--- src/rtl/uart_stat_pkg.sv ---
package uart_stat_pkg;
  localparam int unsigned NFLAGS = 5;
  localparam int unsigned FLG_MATCH   = 0;
  localparam int unsigned FLG_BUSY    = 1;
  localparam int unsigned FLG_CTS_LVL = 2;
  localparam int unsigned FLG_CTS_CHG = 3;
  localparam int unsigned FLG_BRK     = 4;
endpackage

--- src/rtl/uart_stat_flag.sv ---
module uart_stat_flag (
  input  logic clk_i,
  input  logic rst_ni,
  input  logic set_i,
  input  logic clr_i,
  output logic flag_o
);
  // set has priority over clear
  always_ff @(posedge clk_i or negedge rst_ni) begin
    if (!rst_ni)    flag_o <= 1'b0;
    else if (set_i) flag_o <= 1'b1;
    else if (clr_i) flag_o <= 1'b0;
  end
endmodule

--- src/rtl/uart_cts_sync.sv ---
module uart_cts_sync #(
  parameter int unsigned STAGES = 2
) (
  input  logic clk_i,
  input  logic rst_ni,
  input  logic pin_i,
  output logic sync_o,
  output logic edge_o
);
  logic [STAGES-1:0] sync_q;
  logic              prev_q;

  // reset to 1: pin idle high
  always_ff @(posedge clk_i or negedge rst_ni) begin
    if (!rst_ni) begin
      sync_q <= '1;
      prev_q <= 1'b1;
    end else begin
      sync_q <= {sync_q[STAGES-2:0], pin_i};
      prev_q <= sync_q[STAGES-1];
    end
  end

  assign sync_o = sync_q[STAGES-1];
  assign edge_o = sync_q[STAGES-1] ^ prev_q;
endmodule

--- src/rtl/uart_stat_irq.sv ---
module uart_stat_irq
  import uart_stat_pkg::*;
#(
  parameter int unsigned CHAR_W      = 8,
  parameter bit          FLOW_CTL_EN = 1'b1,
  parameter int unsigned SYNC_STAGES = 2
) (
  input  logic              clk_i,
  input  logic              rst_ni,
  input  logic              rx_start_i,
  input  logic              rx_end_i,
  input  logic              rx_char_valid_i,
  input  logic [CHAR_W-1:0] rx_char_i,
  input  logic [CHAR_W-1:0] match_value_i,
  input  logic              tx_brk_stop_i,
  input  logic              brk_req_i,
  input  logic              cts_pin_i,
  input  logic              flow_ctl_en_i,
  input  logic              clr_match_i,
  input  logic              clr_cts_chg_i,
  input  logic [NFLAGS-1:0] ie_i,
  output logic [NFLAGS-1:0] flags_o,
  output logic              irq_o
);
  logic match_hit;
  assign match_hit = rx_char_valid_i && (rx_char_i == match_value_i);

  uart_stat_flag i_match (
    .clk_i, .rst_ni, .set_i(match_hit), .clr_i(clr_match_i),
    .flag_o(flags_o[FLG_MATCH])
  );

  uart_stat_flag i_busy (
    .clk_i, .rst_ni, .set_i(rx_start_i), .clr_i(rx_end_i),
    .flag_o(flags_o[FLG_BUSY])
  );

  uart_stat_flag i_brk (
    .clk_i, .rst_ni, .set_i(brk_req_i), .clr_i(tx_brk_stop_i),
    .flag_o(flags_o[FLG_BRK])
  );

  if (FLOW_CTL_EN) begin : g_fc
    logic cts_sync, cts_edge;
    uart_cts_sync #(.STAGES(SYNC_STAGES)) i_sync (
      .clk_i, .rst_ni, .pin_i(cts_pin_i), .sync_o(cts_sync), .edge_o(cts_edge)
    );
    assign flags_o[FLG_CTS_LVL] = ~cts_sync;
    uart_stat_flag i_chg (
      .clk_i, .rst_ni, .set_i(cts_edge & flow_ctl_en_i), .clr_i(clr_cts_chg_i),
      .flag_o(flags_o[FLG_CTS_CHG])
    );
  end else begin : g_nofc
    logic unused_fc;
    assign unused_fc = ^{cts_pin_i, flow_ctl_en_i, clr_cts_chg_i};
    assign flags_o[FLG_CTS_LVL] = 1'b0;
    assign flags_o[FLG_CTS_CHG] = 1'b0;
  end

  assign irq_o = |(flags_o & ie_i);
endmodule

--- config.mk ---
export PLATFORM = sky130hd
export DESIGN_NAME = uart_stat_irq
export DESIGN_NICKNAME = d
export VERILOG_FILES = /design/src/rtl/uart_stat_pkg.sv /design/src/rtl/uart_stat_flag.sv /design/src/rtl/uart_cts_sync.sv /design/src/rtl/uart_stat_irq.sv
export SDC_FILE = /design/constraint.sdc
export NUM_CORES = 1
export LEC_CHECK = 0
export BUFFER_PORTS_ARGS = -buffer_cell sky130_fd_sc_hd__buf_2
export CORE_AREA = 2 2 39 41
export CTS_CLUSTER_SIZE = 40
export DETAILED_ROUTE_END_ITERATION = 16
export DIE_AREA = 0 0 41 43
export PLACE_DENSITY = 0.73
export SKIP_LAST_GASP = 1
export SLEW_MARGIN = 20
export SYNTH_ARGS = -nofsm -noshare
export SYNTH_HDL_FRONTEND = slang
export SYNTH_HIERARCHICAL = 1
export SYNTH_SLANG_ARGS = --single-unit
--- constraint.sdc ---
create_clock -name clk_i -period 2.6 [get_ports clk_i]
set_input_delay 0.26 -clock clk_i [delete_from_list [all_inputs] [get_ports clk_i]]
set_output_delay 0.26 -clock clk_i [all_outputs]
set_load 0.01 [all_outputs]
==> results.json <==
{
  "crit_slowest_cell": "dfstp_2",
  "ctsResizeCount": 0,
  "synth_adder_area_share": 0,
  "grtUsageTotal": 0.1094,
  "cellPowerDensity_mw_per_mm2": 462.9,
  "synth_common_cells": "xnor2_1, inv_1, a21o_1, dfrtp_1, dfstp_2",
  "n_antenna_cell": 0,
  "synth_top_area_frac": 0.2787,
  "post_drt_wl_per_cell_um": 8.835,
  "leakage_nw": 0.3362,
  "yosys.area.top_type": "dfrtp_1",
  "crit_chain": "inv_1, a22oi_1, nand2_1, buf_2",
  "finalMaxSlewViolations": 0,
  "cp_slowest_stage_delay_ns": 0.54,
  "dieArea_mm2": 0.001763,
  "grt.overflow.total": 0,
  "fin_setup_tns_ns": 0,
  "synth_edf_count": 0,
  "cts_max_path_buffers": 2,
  "ys_async_sr_fraction": 1.000,
  "finalSetupViolations": 0,
  "cts_tree": "yes",
  "die_h_um": 43,
  "nets": 108,
  "antenna_found_initial": 0,
  "synth_compound_area_frac": 0.1324,
  "drive_above_1_share": 0.5867,
  "max-vdd-ir-drop_mv": 0.2103,
  "syn_inst": 33,
  "drc": 0,
  "grt_pass1_wl_um": 1255,
  "drt_iter0_markers": 7,
  "drt.antenna.violating_nets": 0,
  "tightestPinTransition_ns": 0.2506,
  "worstPathRequired_ns": 2.34,
  "initial_core_util": 0.2595,
  "numCtsBuffers": 3,
  "holdPathStages": 1,
  "first_global_vias": 343,
  "yosysSeqAreaShare": 0.4983,
  "insertion_delay_ns": 0.24,
  "cp_max_fo": 3,
  "avgSynthCellArea_um2": 10.88,
  "min_period_ns": 1.499,
  "cts_sinks": 7,
  "cts-root-buf": "clkbuf_4",
  "port_buffers": 37,
  "wl_met2_um": 403,
  "wl_um": 804,
  "via_per_inst": 4.187,
  "period_share": 0.5766,
  "synthSimpleGateAreaFrac": 0.09756,
  "setup_ws_ns": 1.101,
  "hold_path.class": "input pin to flop",
  "met1Wirelength_um": 290,
  "drv_cap": 0,
  "clkTransAtPathRegs_ns": 0.05,
  "grt_max_degree": 8,
  "synth-seq-cells": 7,
  "io_pins": 38,
  "cp-end-kind": "primary output",
  "yosysMostFrequentCell": "xnor2_1",
  "synth_top_family_by_area": "XOR/XNOR gates",
  "synthXorXnorAreaFrac": 0.2195,
  "yosys_warnings": 6,
  "ys_top_cells_by_area": "dfrtp_1, dfstp_2, xnor2_1, a21o_1, inv_1",
  "clock.fmax_mhz": 667.1,
  "post_cts_buffers": 0,
  "gp_congestion": 0.6756,
  "status": "finished, final reports clean",
  "core_area_mm2": 0.001384,
  "place_hpwl_um": 725.8,
  "dr_total_vias": 381,
  "dpl_worst_slack_ns": 1.357,
  "area_growth_pct": 67.25,
  "skew_ns": 0.002956,
  "htreeDepth": 1,
  "layout.core_utilization": 0.4340,
  "cp-start-kind": "flop",
  "hold_viol_final": 0,
  "holdWs_ns": 0.1215,
  "power.total_w": 0.0002780,
  "synth_mux_area_frac": 0,
  "slew_headroom": 0.8329,
  "num_rows": 14,
  "rsz0062_at_grt": "false",
  "ys.flop_type": "dfrtp_1",
  "fillCellCount": 141,
  "worstRegToRegCells": 3,
  "firstDrtPassIters": 4,
  "dr_wl_met3_um": 106,
  "synth.distinct_cells": 13,
  "syn-num-nets": 65,
  "dieWidth_um": 41,
  "arrival_ns": 1.24,
  "top_layer_used": "met4",
  "syn_area_um2": 359.1,
  "crit_type": "flop to primary output"
}
path summary, 6_finish.rpt:
check                                                   to                            start  slack (ns)
setup / recovery                                     irq_o  g_fc.i_sync/sync_q[1]$_DFF_PN1_        1.10
hold / removal             g_fc.i_sync/sync_q[0]$_DFF_PN1_                        cts_pin_i        0.12
setup reg to reg             g_fc.i_chg/flag_o$_DFFE_PN0P_  g_fc.i_sync/sync_q[1]$_DFF_PN1_        1.59
hold reg to reg            g_fc.i_sync/sync_q[1]$_DFF_PN1_  g_fc.i_sync/sync_q[0]$_DFF_PN1_        0.36
max in group asynchronous  g_fc.i_sync/sync_q[0]$_DFF_PN1_                           rst_ni        2.00
min in group asynchronous        i_busy/flag_o$_DFFE_PN0P_                           rst_ni        0.37
timing repair:
action | 4_1_cts | 5_1_grt
setup endpoints to repair | 0 | 0
hold buffers | 1 | 0
endpoints found under the hold margin | 4 | 0
per-layer routing:
metal / vias to the layer above / global-route usage
met2: 28 / 0.1719
met3: 2 / 0.03665
li1: 192 / -
met4: 0 / 0.08000
met1: 159 / 0.1126
met5: - / 0
final cells by class:
type | instances | area [um2] | area share
clock buffer | 4 | 26.28 | 0.04375
inverter | 5 | 18.77 | 0.03125
multi-input combinational | 21 | 161.4 | 0.2688
sequential | 7 | 178.9 | 0.2979
tap | 16 | 20.02 | 0.03333
timing repair buffer | 38 | 195.2 | 0.3250
critical path: cells and delay by family (launching register included):
family,cells,cell delay [ns]
compound gates,1,0.18
buf+inv,2,0.20
flops,1,0.54
simple gates,1,0.08
layout by cell type, fill, tap and decap left out:
| master | n |
|---|---|
| nand3_1 | 1 |
| and2_1 | 1 |
| xor2_1 | 1 |
| buf_2 | 37 |
| a21o_1 | 4 |
| inv_1 | 5 |
| xnor2_1 | 8 |
| nor3_2 | 1 |
| clkbuf_1 | 1 |
| a22oi_1 | 1 |
| dfstp_2 | 3 |
| dlygate4sd3_1 | 1 |
| a222oi_1 | 1 |
| clkbuf_4 | 3 |
| nand4_1 | 1 |
| nand2_1 | 2 |
| dfrtp_1 | 4 |
sequential cells by signal, summed over array words and instances (netlist names):
| name | flops |
|---|---|
| i_busy/flag_o | 1 |
| g_fc.i_sync/prev_q | 1 |
| i_brk/flag_o | 1 |
| g_fc.i_sync/sync_q | 2 |
| i_match/flag_o | 1 |
| g_fc.i_chg/flag_o | 1 |
metrics by stage:
stage                     cells  cell area [um2]
after global routing         91            600.6
after CTS                    91            600.6
after global placement       86            564.3
final                        91            600.6
after floorplan              33            359.1
after detailed placement     86            564.3
kinds of logic (layout without fill, tap and decap cells):
family | after synthesis | in the layout
AND/OR/NAND/NOR | 6 | 6
buffers and inverters | 5 | 47
flip-flops | 7 | 7
XOR/XNOR | 9 | 9
AO/OA/AOI/OAI | 6 | 6
power breakdown:
part            total, W  switching, W  internal (W)
logic          0.0000605     0.0000238     0.0000367
registers       0.000122    0.00000434      0.000118
clock network  0.0000956     0.0000373     0.0000584
(Power assumes the default switching activity.)
